<file path="config.mk">
export PLATFORM = sky130hd
export DESIGN_NAME = mcspi_irq_unit
export DESIGN_NICKNAME = d
export VERILOG_FILES = /design/src/rtl/mcspi_irq_pkg.sv /design/src/rtl/mcspi_irq_evt.sv /design/src/rtl/mcspi_irq_regs.sv /design/src/rtl/mcspi_irq_unit.sv
export SDC_FILE = /design/constraint.sdc
export NUM_CORES = 1
export LEC_CHECK = 0
export CAP_MARGIN = 40
export CORE_ASPECT_RATIO = 1.2
export CORE_MARGIN = 5
export CORE_UTILIZATION = 55
export CTS_CLUSTER_SIZE = 12
export DETAILED_ROUTE_END_ITERATION = 10
export GPL_TIMING_DRIVEN = 1
export PLACE_DENSITY = 0.86
export REMOVE_ABC_BUFFERS = 1
export SLEW_MARGIN = 10
export SYNTH_ARGS = -nofsm -noshare
export SYNTH_HDL_FRONTEND = slang
export SYNTH_HIERARCHICAL = 1
export SYNTH_SLANG_ARGS = --single-unit
</file>
<file path="constraint.sdc">
create_clock -name clk -period 2 [get_ports clk]
set_input_delay 0.2 -clock clk [delete_from_list [all_inputs] [get_ports clk]]
set_output_delay 0.2 -clock clk [all_outputs]
set_load 0.02 [all_outputs]
</file>
<file path="src/rtl/mcspi_irq_pkg.sv">
package mcspi_irq_pkg;
  localparam int DATA_W   = 32;
  localparam int ADDR_W   = 3;
  localparam int CTRL_W   = 4;
  localparam int TEST_W   = 12;

  localparam logic [DATA_W-1:0] MASK_NEW = 32'h0003_777F;
  localparam logic [DATA_W-1:0] MASK_OLD = 32'h0001_777F;
  localparam logic [CTRL_W-1:0] CTRL_RST = 4'h4;

  localparam int WCNT_BIT   = 17;
  localparam int CTRL_TST_B = 3;
  localparam int TEST_FRC_B = 11;
  localparam int SRST_B     = 1;

  typedef enum logic [ADDR_W-1:0] {
    A_STATUS = 3'd0,
    A_ENABLE = 3'd1,
    A_CTRL   = 3'd2,
    A_TEST   = 3'd3,
    A_RESET  = 3'd4
  } reg_addr_e;

  typedef enum logic [1:0] {
    XM_BOTH    = 2'b00,
    XM_RX_ONLY = 2'b01,
    XM_TX_ONLY = 2'b10,
    XM_RSVD    = 2'b11
  } xfer_mode_e;

  function automatic logic [DATA_W-1:0] rev_mask(input bit new_rev);
    return new_rev ? MASK_NEW : MASK_OLD;
  endfunction
endpackage

</file>
<file path="src/rtl/mcspi_irq_evt.sv">
module mcspi_irq_evt
  import mcspi_irq_pkg::*;
#(
  parameter int LVL_W = 6
) (
  input  logic             clk,
  input  logic             rst_n,
  input  logic             check,
  input  logic             rx_ready,
  input  logic             tx_ready,
  input  logic [1:0]       mode,
  input  logic             turbo,
  input  logic             owns,
  input  logic             rx_fifo_en,
  input  logic             tx_fifo_en,
  input  logic [LVL_W-1:0] rx_level,
  input  logic [LVL_W-1:0] tx_level,
  input  logic [LVL_W-1:0] rx_afull_thr,
  input  logic [LVL_W-1:0] tx_aempty_thr,
  output logic             rx_set,
  output logic             tx_set
);
  logic rx_lvl_ok, tx_lvl_ok;

  // FIFO threshold only matters for the channel that owns the FIFO
  assign rx_lvl_ok = !(owns && rx_fifo_en) || (rx_level >= rx_afull_thr);
  assign tx_lvl_ok = !(owns && tx_fifo_en) || (tx_level <= tx_aempty_thr);

  assign rx_set = check && rx_ready && (mode != XM_TX_ONLY) && !turbo && rx_lvl_ok;
  assign tx_set = check && tx_ready && (mode != XM_RX_ONLY) && tx_lvl_ok;

  // turbo suppresses receive-full
  p_turbo_blocks_rx_r7: assert property (@(posedge clk) disable iff (!rst_n)
    turbo |-> !rx_set);
  // receive-only mode never raises transmit-empty
  p_rxonly_blocks_tx_r8: assert property (@(posedge clk) disable iff (!rst_n)
    (mode == XM_RX_ONLY) |-> !tx_set);
endmodule

</file>
<file path="src/rtl/mcspi_irq_regs.sv">
module mcspi_irq_regs
  import mcspi_irq_pkg::*;
#(
  parameter bit NEW_REV = 1'b1
) (
  input  logic              clk,
  input  logic              rst_n,
  input  logic [DATA_W-1:0] set_vec,
  input  logic              reg_wr,
  input  logic              reg_rd,
  input  logic [ADDR_W-1:0] reg_addr,
  input  logic [DATA_W-1:0] reg_wdata,
  output logic [DATA_W-1:0] reg_rdata,
  output logic [DATA_W-1:0] status_q,
  output logic [DATA_W-1:0] enable_q
);
  localparam logic [DATA_W-1:0] MASK = rev_mask(NEW_REV);

  logic [CTRL_W-1:0] ctrl_q;
  logic [TEST_W-1:0] test_q;
  logic              wr_stat, wr_en, wr_ctrl, wr_test, srst, lock, force_all;
  logic [DATA_W-1:0] clr_vec, status_d;

  assign wr_stat = reg_wr && (reg_addr == A_STATUS);
  assign wr_en   = reg_wr && (reg_addr == A_ENABLE);
  assign wr_ctrl = reg_wr && (reg_addr == A_CTRL);
  assign wr_test = reg_wr && (reg_addr == A_TEST);
  assign srst    = reg_wr && (reg_addr == A_RESET) && reg_wdata[SRST_B];
  assign lock    = ctrl_q[CTRL_TST_B] && test_q[TEST_FRC_B];

  assign force_all = (wr_ctrl && reg_wdata[CTRL_TST_B] && test_q[TEST_FRC_B]) ||
                     (wr_test && reg_wdata[TEST_FRC_B] && ctrl_q[CTRL_TST_B]);

  assign clr_vec  = (wr_stat && !lock) ? reg_wdata : '0;
  // set and force are ORed after the clear, so they win a same-cycle race
  assign status_d = (status_q & ~clr_vec) | (set_vec & MASK) | (force_all ? MASK : '0);

  always_ff @(posedge clk or negedge rst_n) begin
    if (!rst_n) begin
      status_q <= '0;
      enable_q <= '0;
      ctrl_q   <= CTRL_RST;
      test_q   <= '0;
    end else if (srst) begin
      status_q <= '0;
      enable_q <= '0;
      ctrl_q   <= CTRL_RST;
      test_q   <= '0;
    end else begin
      status_q <= status_d;
      if (wr_en)   enable_q <= reg_wdata & MASK;
      if (wr_ctrl) ctrl_q   <= reg_wdata[CTRL_W-1:0];
      if (wr_test) test_q   <= reg_wdata[TEST_W-1:0];
    end
  end

  always_ff @(posedge clk or negedge rst_n) begin
    if (!rst_n) begin
      reg_rdata <= '0;
    end else if (reg_rd) begin
      unique case (reg_addr)
        A_STATUS: reg_rdata <= status_q;
        A_ENABLE: reg_rdata <= enable_q;
        A_CTRL:   reg_rdata <= {{(DATA_W-CTRL_W){1'b0}}, ctrl_q};
        A_TEST:   reg_rdata <= {{(DATA_W-TEST_W){1'b0}}, test_q};
        default:  reg_rdata <= '0;
      endcase
    end
  end

  // reset command restores defaults
  p_soft_reset_r9: assert property (@(posedge clk) disable iff (!rst_n)
    srst |=> (status_q == '0) && (enable_q == '0) && (ctrl_q == CTRL_RST));
  // unlocked clear removes written-one bits not being set again
  p_w1c_r3: assert property (@(posedge clk) disable iff (!rst_n)
    (wr_stat && !lock && !srst && !force_all) |=>
      ((status_q & $past(reg_wdata & ~set_vec)) == '0));
  // locked clear leaves every set bit in place
  p_lock_r4: assert property (@(posedge clk) disable iff (!rst_n)
    (wr_stat && lock && !srst) |=> ((status_q & $past(status_q)) == $past(status_q)));
  // an event bit is present after its set cycle
  p_set_wins_r10: assert property (@(posedge clk) disable iff (!rst_n)
    ((|(set_vec & MASK)) && !srst) |=>
      ((status_q & $past(set_vec & MASK)) == $past(set_vec & MASK)));
  // status read returns the value held at the strobe
  p_read_lat_r11: assert property (@(posedge clk) disable iff (!rst_n)
    (reg_rd && (reg_addr == A_STATUS)) |=> (reg_rdata == $past(status_q)));
endmodule

</file>
<file path="src/rtl/mcspi_irq_unit.sv">
module mcspi_irq_unit
  import mcspi_irq_pkg::*;
#(
  parameter int  NUM_CH  = 4,
  parameter bit  NEW_REV = 1'b1,
  parameter int  LVL_W   = 6,
  localparam int CH_IDX_W = (NUM_CH > 1) ? $clog2(NUM_CH) : 1
) (
  input  logic                  clk,
  input  logic                  rst_n,
  input  logic [NUM_CH-1:0]     ch_check,
  input  logic [NUM_CH-1:0]     ch_rx_ready,
  input  logic [NUM_CH-1:0]     ch_tx_ready,
  input  logic [2*NUM_CH-1:0]   ch_mode,
  input  logic [NUM_CH-1:0]     ch_turbo,
  input  logic                  fifo_owner_vld,
  input  logic [CH_IDX_W-1:0]   fifo_owner_ch,
  input  logic                  rx_fifo_en,
  input  logic                  tx_fifo_en,
  input  logic [LVL_W-1:0]      rx_level,
  input  logic [LVL_W-1:0]      tx_level,
  input  logic [LVL_W-1:0]      rx_afull_thr,
  input  logic [LVL_W-1:0]      tx_aempty_thr,
  input  logic                  wcnt_done,
  input  logic                  reg_wr,
  input  logic                  reg_rd,
  input  logic [ADDR_W-1:0]     reg_addr,
  input  logic [DATA_W-1:0]     reg_wdata,
  output logic [DATA_W-1:0]     reg_rdata,
  output logic                  irq
);
  logic [NUM_CH-1:0] rx_set, tx_set;
  logic [DATA_W-1:0] set_vec, status_q, enable_q;

  for (genvar n = 0; n < NUM_CH; n++) begin : g_ch
    logic owns;
    assign owns = fifo_owner_vld && (fifo_owner_ch == CH_IDX_W'(n));

    mcspi_irq_evt #(.LVL_W(LVL_W)) u_evt (
      .clk           (clk),
      .rst_n         (rst_n),
      .check         (ch_check[n]),
      .rx_ready      (ch_rx_ready[n]),
      .tx_ready      (ch_tx_ready[n]),
      .mode          (ch_mode[2*n +: 2]),
      .turbo         (ch_turbo[n]),
      .owns          (owns),
      .rx_fifo_en    (rx_fifo_en),
      .tx_fifo_en    (tx_fifo_en),
      .rx_level      (rx_level),
      .tx_level      (tx_level),
      .rx_afull_thr  (rx_afull_thr),
      .tx_aempty_thr (tx_aempty_thr),
      .rx_set        (rx_set[n]),
      .tx_set        (tx_set[n])
    );
  end

  always_comb begin
    set_vec = '0;
    for (int n = 0; n < NUM_CH; n++) begin
      set_vec[4*n]     = tx_set[n];
      set_vec[4*n + 2] = rx_set[n];
    end
    if (NEW_REV) set_vec[WCNT_BIT] = wcnt_done;
  end

  mcspi_irq_regs #(.NEW_REV(NEW_REV)) u_regs (
    .clk       (clk),
    .rst_n     (rst_n),
    .set_vec   (set_vec),
    .reg_wr    (reg_wr),
    .reg_rd    (reg_rd),
    .reg_addr  (reg_addr),
    .reg_wdata (reg_wdata),
    .reg_rdata (reg_rdata),
    .status_q  (status_q),
    .enable_q  (enable_q)
  );

  assign irq = |(status_q & enable_q);

  // no request while the mask is empty
  p_irq_masked_r2: assert property (@(posedge clk) disable iff (!rst_n)
    (enable_q == '0) |-> !irq);
endmodule

</file>
; After elaboration in Yosys (flattened, before gate mapping)
; Cells that the tools add are included.
[totals]
in_bits = 93
reg_bits = 112
[classes]
reduce_logical = 80
n_bitwise = 5
eq_ne = 15
muxes = 10
n_lt_le_gt_ge = 2
[op_table]
columns = operator, n
row1 = $mux W32, 4
row2 = $pmux W32 S4, 1
row3 = $and A32 B32 Y32, 2
row4 = $logic_and A1 B1 Y1, 52
row5 = $not A32 Y32, 1
row6 = $or A32 B18 Y32, 1
row7 = $or A32 B32 Y32, 1
row8 = $reduce_or A32 Y1, 1
row9 = $mux W12, 2
row10 = $mux W18, 1
row11 = $logic_not A1 Y1, 13
row12 = $logic_or A1 B1 Y1, 9
row13 = $mux W4, 2
row14 = $ne A2 B1 Y1 const B, 4
row15 = $ne A2 B2 Y1 const B, 4
row16 = $eq A3 B2 Y1 const B, 2
row17 = $ge A6 B6 Y1, 1
row18 = $le A6 B6 Y1, 1
row19 = $reduce_bool A2 Y1, 3
row20 = $eq A2 B2 Y1 const B, 2
row21 = $eq A3 B1 Y1 const B, 1
row22 = $eq A3 B3 Y1 const B, 1
row23 = $logic_not A3 Y1, 1
row24 = $eq A2 B1 Y1 const B, 1
row25 = $logic_not A2 Y1, 1

; Longest topological paths before layout
; Gate-level depths: netlist of run 1.
[depth]
depth_word = 9
mapped_depth = 8

; Cells and area by module
; Netlist of run 1, hierarchy kept.
[modules_own_cells]
columns = mod, n_inst, seq_area_each_um2, area_each_um2, cells_per_inst
row1 = mcspi_irq_regs, 1, 2378.5, 4334.2, 391
row2 = mcspi_irq_evt, 4, 0.0, 331.6, 47
row3 = mcspi_irq_unit, 1, 0.0, 191.4, 27

; Least setup slack after synthesis of run 1
; Ideal clock, no wire load.
[synth_path]
kind = input -> register
from = in rx_afull_thr[3]
to = reg u_regs.status_q[2]
path_slack_ns = 0.324
arrival_time_ns = 1.531
path_stages = 8
setup_time_ns = 0.145
path_cell_list = inv_1 > ha_1 > a21oi_1 > nor2_1 > a2111oi_0 > a221oi_2 > nor4b_1 > o31ai_1
[synth_between]
elab_chain_cells = 6
[synth_rtl]
columns = element, line
row1 = from (decl), mcspi_irq_unit.sv:22  ; input logic [LVL_W-1:0] rx_afull_thr,
row2 = $ge A6 B6 Y1, mcspi_irq_evt.sv:26  ; assign rx_lvl_ok = !(owns && rx_fifo_en) || (rx_level >= rx_afull_thr);
row3 = $logic_or A1 B1 Y1, mcspi_irq_evt.sv:26
row4 = $logic_and A1 B1 Y1, mcspi_irq_evt.sv:29  ; assign rx_set = check && rx_ready && (mode != XM_TX_ONLY) && !turbo && rx_lvl_ok;
row5 = named net rx_set[0], mcspi_irq_unit.sv:32  ; logic [NUM_CH-1:0] rx_set, tx_set;
row6 = $or A32 B18 Y32, mcspi_irq_regs.sv:36  ; assign status_d = (status_q & ~clr_vec) | (set_vec & MASK) | (force_all ? MASK : '0);
row7 = $or A32 B32 Y32, mcspi_irq_regs.sv:36
row8 = $mux W32, mcspi_irq_regs.sv:44  ; end else if (srst) begin
row9 = to (signal assigned), mcspi_irq_regs.sv:50  ; status_q <= status_d;
row10 = to (decl), mcspi_irq_regs.sv:14  ; output logic [DATA_W-1:0] status_q,
; The timed path passes the listed nets, and every way through them passes these cells.
; A chain may end at the register's enable or synchronous reset.

; Worst setup path in the final report of run 1
[layout_path]
from = reg u_regs.enable_q[2]
to = out irq
[layout_between]
elab_chain_cells = 2
[layout_rtl]
columns = element, line
row1 = from (decl), mcspi_irq_regs.sv:15  ; output logic [DATA_W-1:0] enable_q
row2 = from (signal assigned), mcspi_irq_regs.sv:51  ; if (wr_en) enable_q <= reg_wdata & MASK;
row3 = $and A32 B32 Y32, mcspi_irq_unit.sv:81  ; assign irq = |(status_q & enable_q);
row4 = $reduce_or A32 Y1, mcspi_irq_unit.sv:81
row5 = to (decl), mcspi_irq_unit.sv:30  ; output logic irq
; No other way between the ends.

==> out/qor.csv, run 1 <==
stage,metric,value,unit
status,outcome,finished with violations,
status,violations,negative setup slack,
logic_synthesis,synth_most_common_cell,dfrtp_1,
logic_synthesis,synthTopCellsByCount,"dfrtp_1 (94), inv_1 (73), nand2_1 (71)",
logic_synthesis,synth_ff_type,dfrtp_1,
setup_path,worstPathCellList,"a22oi_2, buf_4, nand4_1, or4_4, buf_6",
global_routing,use_met1,31.7,%
cells_and_area,fin_nets,930,
place,io_buffers,125,
route,vias_per_cell,5.85,
cells_and_area,multi_input_area,3150,um^2
sta,fmax,482,MHz
place,dpl_cell_area,7640,um^2
setup_path,r2r_setup_slack,270,ps
setup_path,crit_path_end,irq,
clock_tree,clockBufferDepth,2,
floorplan,ioPinCount,126,
clock_tree,cts_tree,built,
route,wl_per_cell,18.7,um
cells_and_area,fin_area,8080,um^2
logic_synthesis,yosysSeqAreaShare,40.6,%
logic_synthesis,synth_top_area_share,40.2,%
sta,drv_slew,0,
setup_path,path_class,reg -> out,
floorplan,rows,41,
route,ant_nets,0,
global_routing,grt_max_degree,42,
global_routing,grtUsageMet3,4.75,%
sta,worst_slack,-76.4,ps
global_routing,overflow,0,
sta,tightest_slew,502,ps
floorplan,start_util,55.9,%
sta,fin_crit_sh,104,%
setup_path,crit_arrival,1880,ps
logic_synthesis,synth_edf_count,0,
cells_and_area,fill_cells,713,
route,wl,17300,um
global_routing,grt_pass1_vias,5581,
place,dpl.hpwl,12700,um
logic_synthesis,synth_area_leaders,"dfrtp_1 (40%), ha_1 (10%), inv_1 (4.7%)",
sta,period_needed,2080,ps
clock_tree,clkTransAtPathRegs,60,ps
floorplan,die_area,12800,um^2
route,firstDrtPassIters,5,
sta,slew_headroom,66.5,%
sta,skew,4.68,ps
setup_path,worstPathRequired,1800,ps
pwr,vdd_drop_max,0.468,mV
flow_run,drv_cap,0,
setup_path,cpMaxStageDelayCell,or4_4,
pwr,leakage,3.77,nW
setup_path,crit_fanout,2,
sta,rsz0062_at_grt,true,
logic_synthesis,synth_warnings,6,
cells_and_area,diodes,0,
clock_tree,cts-root-buf,clkbuf_16,
place,place_congestion,0.878,
floorplan,fp.dieW,104,um
sta,setup_violations,1,
setup_path,critPathCaptureType,output pin,
global_routing,use_met2,49.2,%
logic_synthesis,synth-seq-cells,95,
logic_synthesis,avgSynthCellArea,9.66,um^2
logic_synthesis,netlist_instances,606,
sta,hold_slack,378,ps
global_routing,grt_pass1_wl,27800,um
setup_path,worst-r2r-cell-count,4,
sta,hold_viol_final,0,
floorplan,die_h,123,um
logic_synthesis,yosys.area.top_type,dfrtp_1,
clock_tree,cts_max_level,3,
setup_path,critPathBufInv,2,
clock_tree,insertion_delay,340,ps
global_routing,grt_use_total,27.0,%
setup_path,cp-start-kind,flop,
route,drt-initial-drc-count,385,
logic_synthesis,netlist-cell-type-count,52,
global_routing,busiest_layer,met2,
global_routing,grt_antenna_before_repair,0,
pwr,powerDensity,648,nW/um^2
route,num_vias,5399,
cells_and_area,areaGrowthSynthToFinish,38.1,%
place,dp.cells,904,
floorplan,core,10500,um^2
cells_and_area,drive_gt1_share,15.5,%
logic_synthesis,async_reset_ff_share,100,%
logic_synthesis,syn-cell-area,5850,um^2
clock_tree,numCtsBuffers,9,
setup_path,cpLargestDelayFamily,simple AND/OR/NAND/NOR gates,
route,drc,0,
cells_and_area,regArea,2380,um^2
setup_path,crit_start,u_regs/enable_q[2],
hold_path,hold_path.class,in -> async,
sta,fin_tns_setup,-76.4,ps
clock_tree,cts.sinks,95,
cells_and_area,finalNonFillerCells,923,
setup_path,r2r-start,u_regs/test_q[11],
setup_path,path_depth,5,
setup_path,slowest_delay,550,ps
setup_path,regToRegEndpoint,u_regs/status_q[3],
## cell usage in the layout, fill, tap and decap left out, types with 3 or more instances in the layout
cell               n
a31oi_1            4
and2_1             3
buf_12             5
a21oi_1           46
o31ai_1           15
a2bb2oi_1          6
o211ai_1           8
buf_4             62
mux4_2             4
nand3b_1           4
mux2i_1           13
dfrtp_1           94
inv_1             73
and4_1             4
nand2_1           71
o21ai_1            4
nand4_1            4
nor2_1            25
nor4b_2           11
ha_1              47
clkdlybuf4s50_1  111
a211oi_1          18
a22o_1            19
nor2b_1            6
a221oi_2           3
nor4b_1            3
conb_1            29
a22oi_1           11
o2bb2ai_1         13
clkbuf_16          9
dlymetal6s2s_1    11
a2111oi_2          4
a22oi_2            7
nand2b_1           6
or3_1              4
## worst min path at each step
| stage | endpoint | depth (start not counted) | startpoint |
|---|---|---|---|
| after detailed placement | u_regs/reg_rdata[29] | 1 | rst_n |
| after CTS | u_regs/reg_rdata[17] | 2 | rst_n |
| after global routing | u_regs/status_q[21] | 2 | reg_wdata[21] |
| final | u_regs/status_q[17] | 2 | rst_n |
| after global placement | u_regs/reg_rdata[29] | 1 | rst_n |
| after floorplan | u_regs/ctrl_q[0] | 0 | rst_n |
## metrics by stage
step | utilization (%) | worst slack, ps | power (mW)
final | 77.2 | -76.4 | 5.24
after global routing | 77.2 | -79.9 | 5.49
after CTS | 76.1 | -24.5 | 5.21
after detailed placement | 73.1 | -418 | 3.60
after global placement | 73.0 | -308 | 3.54
after floorplan | - | 145 | 2.87
## area by class of cell
type                    count  share of cell area [%]
clock buffers              13                    3.22
inverters                  73                    3.39
clock inverters             3                   0.217
repair buffers            192                    22.8
flip-flops and latches     95                    29.4
well taps                 129                    2.00
multi-input cells         418                    38.9
## cells by family (layout without fill, tap and decap cells)
group                      count (synthesis)  in the layout  share of synthesized area (%)
buffers and inverters                    120            281                           9.17
adders and majority gates                 48             48                           10.3
and+or+nand+nor                          158            158                           15.5
DFF                                       95             95                           40.6
AOI/OAI and AO/OA                        166            166                           20.6
other                                      2             29                          0.128
muxes                                     17             17                           3.76
## layer usage
metal	part of all wire, %	routed length (um)
met1	38	6530
met2	52	9060
met3	7.0	1210
met4	2.8	485
met5	0	0
## sequential cells by signal, indices dropped and copies added (netlist names)
name and cells:
u_regs/ctrl_q 4, u_regs/enable_q 15, u_regs/reg_rdata 32, u_regs/status_q 32, u_regs/test_q 12
## power breakdown
| part | internal, mW | switching, mW |
|---|---|---|
| Clock | 0.907 | 0.674 |
| Sequential | 2.13 | 0.162 |
| Combinational | 0.715 | 0.649 |
| Total | 3.75 | 1.49 |
## what timing repair did
item / 4_1_cts / 5_1_grt
pin swaps: 3 / 14
hold buffers: 1 / 0
setup buffers: 0 / 2
cloned: 0 / 0
resized for setup: 15 / 25
endpoints found under the hold margin: 38 / 0
endpoints found under the setup margin: 4 / 9
(Power assumes the default switching activity.)
==> inputs of run 2 (changes only) <==
Settings changed: CORE_UTILIZATION 55 to 53, PLACE_DENSITY 0.86 to 0.83.
==> run 2 against run 1 <==
Net effect: the run now ends clean; non-clock buffer count fell by 11; hold slack better by 4.4 ps; sequential share of layout area is 0.20 points higher; final cell count fell by 0.98%; die area up 3.4%; critical path depth shrank 1; combinational power is 3% lower; fmax up 5.0%; sequential cell count unchanged; via count is 1.4% lower; critical path type unchanged; largest cell class unchanged; largest power group unchanged.
==> out/qor.csv, run 2 (same netlist as run 1, synthesis figures left out) <==
stage,metric,value,unit
status,outcome,finished clean,
global_routing,grt_max_degree,43,
route,num_vias,5323,
route,vias_per_cell,5.82,
route,firstDrtPassIters,5,
route,wl,17300,um
sta,tightest_slew,591,ps
setup_path,path_class,reg -> out,
place,place_congestion,0.909,
global_routing,grt_pass1_wl,28000,um
global_routing,grt_use_total,26.2,%
cells_and_area,reg_top3,"u_regs/reg_rdata: 32 flops, u_regs/status_q: 32 flops, u_regs/enable_q: 15 flops",
floorplan,die_area,13300,um^2
setup_path,regToRegEndpoint,u_regs/status_q[30],
pwr,vdd_drop_max,0.423,mV
cells_and_area,layout_commonest_cell,clkdlybuf4s50_1,
route,wl_per_cell,18.9,um
cells_and_area,areaGrowthSynthToFinish,37.2,%
setup_path,r2r_setup_slack,420,ps
floorplan,rows,42,
pwr,leakage,3.73,nW
sta,skew,3.90,ps
sta,setup_violations,0,
cells_and_area,layout_common_cells,"clkdlybuf4s50_1 (110), dfrtp_1 (94), inv_1 (73)",
setup_path,worst-r2r-cell-count,4,
clock_tree,cts_max_level,3,
clock_tree,clockBufferDepth,2,
floorplan,die_h,125,um
cells_and_area,fin_area,8030,um^2
setup_path,critPathCaptureType,output pin,
setup_path,crit_arrival,1780,ps
flow_run,drv_cap,0,
cells_and_area,fin_nets,919,
setup_path,crit_fanout,2,
route,ant_nets,0,
clock_tree,cts-root-buf,clkbuf_16,
place,io_buffers,125,
route,drt-initial-drc-count,442,
sta,fmax,506,MHz
sta,rsz0062_at_grt,true,
setup_path,cp-start-kind,flop,
sta,drv_slew,0,
clock_tree,clkTransAtPathRegs,60,ps
setup_path,r2r-start,u_regs/ctrl_q[3],
clock_tree,cts_tree,built,
sta,period_needed,1980,ps
sta,hold_viol_final,0,
pwr,powerDensity,656,nW/um^2
floorplan,ioPinCount,126,
clock_tree,cts_setup_buffers,0,
clock_tree,cts.sinks,95,
sta,slew_headroom,60.6,%
setup_path,worstPathRequired,1800,ps
floorplan,fp.dieW,106,um
floorplan,core,10900,um^2
route,drc,0,
clock_tree,numCtsBuffers,9,
clock_tree,insertion_delay,350,ps
global_routing,overflow,0,
place,dpl.hpwl,12700,um
hold_path,hold_path.class,in -> async,
floorplan,start_util,53.5,%
cells_and_area,diodes,0,
cells_and_area,drive_gt1_share,14.7,%
global_routing,grt_antenna_before_repair,0,
sta,hold_slack,382,ps
place,dpl_cell_area,7580,um^2
sta,fin_crit_sh,98.9,%
global_routing,grt_pass1_vias,5563,
==> run 2: cell types whose count changed in the layout (fill, tap and decap cells not counted), sizes merged <==
| cell | change |
|---|---|
| buf | -11 |
| dlymetal6s2s | +1 |
| clkinv | -2 |
| clkbuf | +2 |
| clkinvlp | -1 |
| clkdlybuf4s50 | -1 |
==> run 2: how the worst max path moves through the flow <==
stage,from,slack (ps),to
2_1_floorplan,reg_addr[1],150,u_regs/status_q[0]
5_1_grt,u_regs/enable_q[17],-10,irq
4_1_cts,u_regs/status_q[17],-8,irq
6_report,u_regs/enable_q[17],20,irq
3_5_place_dp,rx_afull_thr[3],-450,u_regs/status_q[2]
3_3_place_gp,rx_afull_thr[3],-330,u_regs/status_q[2]
==> run 2: layout make-up <==
cell class / instances / area, um^2
multi-input cells: 418 / 3170
fillers: 788 / 2900
clock buffers: 15 / 278
well taps: 132 / 165
flip-flops and latches: 95 / 2380
inverters: 73 / 274
repair buffers: 181 / 1760
==> run 2: metal layers <==
metal  wire length, um  share of wire, %  vias to the layer above  global-route usage [%]
li1                  -                 -                     2475                       -
met1              6890                40                     2589                    32.3
met2              8670                50                      213                    45.4
met3              1160               6.7                       46                    5.62
met4               540               3.1                        0                    9.45
met5                 0                 0                        -                       0
==> run 2: report_power, final <==
| group | switching, mW | total, mW | internal [mW] |
|---|---|---|---|
| logic | 0.632 | 1.32 | 0.692 |
| registers | 0.171 | 2.30 | 2.13 |
| clock network | 0.698 | 1.64 | 0.940 |
==> run 2: critical path: stages, from the launching register on <==
cell,delay [ps]
dfrtp_1,390
a22oi_2,250
nand4_1,110
or4_4,530
buf_6,150
==> run 2: what timing repair did <==
action / in CTS / in global routing
hold endpoints to repair: 40 / 0
hold buffers: 1 / 0
gates resized for setup: 15 / 30
setup endpoints to repair: 3 / 8
pin swaps: 3 / 10
==> run 2: stage by stage <==
stage	setup WS [ps]	TNS [ps]	power (mW)	instances	util, %
after floorplan	145	0	2.87	586	-
after global placement	-327	-2060	3.52	898	69.4
after detailed placement	-454	-2600	3.58	898	69.4
after CTS	-8.29	-8.29	5.22	914	72.3
after global routing	-13.3	-13.3	5.48	914	73.5
final	21.8	0	5.26	914	73.5
==> inputs of run 3 (changes only) <==
Settings changed: PLACE_DENSITY 0.83 to 0.86, SLEW_MARGIN 10 to 40.
==> run 3 against run 2 <==
Net effect: the flow now finishes with violations (negative setup slack); die area unchanged; hold slack better by 17 ps; sequential cell count unchanged; final cell count up 0.66%; critical path type unchanged; setup slack worse by 49 ps; critical path depth unchanged; highest routed layer unchanged; fmax down 2.4%; global-route usage up 0.71 points; combinational power about the same.
==> out/qor.csv, run 3 (same netlist as run 1, synthesis figures left out) <==
stage,metric,value,unit
hold_path,min_path_cells,2,
pwr,total_power,5.21,mW
sta,fmax,493,MHz
clock_tree,clockBufferDepth,2,
sta,slew_headroom,55.0,%
route,vias_per_cell,6.00,
global_routing,grt_pass1_vias,5669,
sta,period_needed,2030,ps
sta,rsz0062_at_grt,true,
cells_and_area,areaGrowthSynthToFinish,37.4,%
cells_and_area,fin_util,73.6,%
floorplan,rows,42,
setup_path,crit_arrival,1830,ps
hold_path,holdPathEnd,u_regs/status_q[15],
sta,setup_violations,1,
setup_path,regToRegEndpoint,u_regs/status_q[12],
pwr,vdd_drop_max,0.470,mV
sta,tightest_slew,675,ps
place,io_buffers,125,
sta,fin_tns_setup,-27.7,ps
floorplan,die_area,13300,um^2
place,place_congestion,0.867,
route,num_vias,5521,
cells_and_area,fin_nets,924,
global_routing,grt_antenna_before_repair,0,
clock_tree,cts-root-buf,clkbuf_16,
sta,skew,5.72,ps
cells_and_area,drive_gt1_share,15.4,%
place,dpl_cell_area,7580,um^2
clock_tree,insertion_delay,350,ps
setup_path,r2r_setup_slack,270,ps
cells_and_area,layout_commonest_cell,clkdlybuf4s50_1,
floorplan,core,10900,um^2
route,wl_per_cell,19.3,um
global_routing,grt_max_degree,49,
setup_path,worst-r2r-cell-count,4,
clock_tree,cts_max_level,3,
clock_tree,clkTransAtPathRegs,70,ps
cells_and_area,layout_common_cells,"clkdlybuf4s50_1 (112), dfrtp_1 (94), inv_1 (73)",
cells_and_area,fill_cells,760,
setup_path,worstPathCellList,"a22oi_2, nand4_1, or4_4, buf_6",
global_routing,grt_use_total,27.0,%
cells_and_area,reg_top3,"u_regs/reg_rdata: 32 flops, u_regs/status_q: 32 flops, u_regs/enable_q: 15 flops",
setup_path,critPathCaptureType,output pin,
status,outcome,finished with violations,
setup_path,cpMaxStageDelayCell,or4_4,
clock_tree,cts.sinks,95,
clock_tree,numCtsBuffers,9,
pwr,leakage,3.72,nW
setup_path,r2r-start,u_regs/ctrl_q[3],
sta,worst_slack,-27.7,ps
floorplan,ioPinCount,126,
route,ant_nets,0,
hold_path,min_from,reg_wdata[15],
route,drc,0,
setup_path,path_class,reg -> out,
status,violations,negative setup slack,
floorplan,fp.dieW,106,um
floorplan,start_util,53.5,%
cells_and_area,diodes,0,
setup_path,crit_fanout,2,
cells_and_area,finalNonFillerCells,920,
place,dpl.hpwl,12800,um
cells_and_area,fin_area,8040,um^2
route,wl,17700,um
setup_path,worstPathRequired,1800,ps
sta,hold_viol_final,0,
global_routing,overflow,0,
sta,fin_crit_sh,101,%
hold_path,hold_path.class,in -> reg,
flow_run,drv_cap,0,
setup_path,slowest_delay,550,ps
clock_tree,cts_tree,built,
place,dp.cells,901,
floorplan,die_h,125,um
pwr,powerDensity,648,nW/um^2
route,drt-initial-drc-count,523,
global_routing,grt_pass1_wl,28600,um
route,firstDrtPassIters,6,
setup_path,cp-start-kind,flop,
sta,drv_slew,0,
## run 3: cell count changes in the layout (fill, tap and decap cells not counted), sizes merged
cell,previous run,this run
clkdlybuf4s50,110,112
buf,57,62
clkbuf,15,10
clkinv,0,3
dlymetal6s2s,12,10
clkinvlp,0,3
## run 3: worst max-delay path by stage
stage / cells past startpoint / to / slack (ps) / start
6_report: 4 / irq / -30 / u_regs/status_q[5]
5_1_grt: 4 / irq / -40 / u_regs/enable_q[1]
4_1_cts: 4 / irq / -30 / u_regs/enable_q[5]
3_5_place_dp: 9 / u_regs/status_q[10] / -370 / rx_level[0]
3_3_place_gp: 10 / u_regs/status_q[2] / -300 / rx_afull_thr[3]
2_1_floorplan: 3 / u_regs/status_q[0] / 150 / reg_addr[1]
## run 3: critical path, delay by kind of cell, from the launching register on
kind	cells	cell delay [ps]
and+or+nand+nor	2	680
AOI/OAI and AO/OA	1	230
buffers and inverters	1	150
DFF	1	420
## run 3: metrics by stage
step	setup slack (ps)	hold slack, ps
2_1_floorplan	145	-95.6
3_3_place_gp	-300	229
3_5_place_dp	-367	241
4_1_cts	-29.6	392
5_1_grt	-44.2	405
6_report	-27.7	399
## run 3: power by group
group / total (mW) / internal, mW / switching (mW)
Combinational: 1.35 / 0.696 / 0.654
Sequential: 2.30 / 2.13 / 0.171
Clock: 1.56 / 0.836 / 0.725
Total: 5.21 / 3.66 / 1.55
## run 3: routing by layer
metal	GRT usage [%]	wire length, um
met4	10.1	580
met3	5.31	1410
met5	0	0
met1	32.3	6640
met2	47.7	9100
## run 3: timing repair
item / CTS / global route
setup buffers: 1 / 1
endpoints found under the setup margin: 3 / 8
resized for setup: 13 / 32
endpoints found under the hold margin: 41 / 0
hold buffers: 1 / 0
gates cloned: 0 / 0
pin swaps: 5 / 13
## run 3: layout make-up
class | count | area (um^2) | share of cell area, %
clock inverter | 6 | 37.5 | 0.467
multi-input combinational | 418 | 3190 | 39.6
clock buffer | 10 | 229 | 2.85
timing repair buffer | 186 | 1770 | 22.0
tap | 132 | 165 | 2.05
inverter | 73 | 274 | 3.41
sequential | 95 | 2380 | 29.6
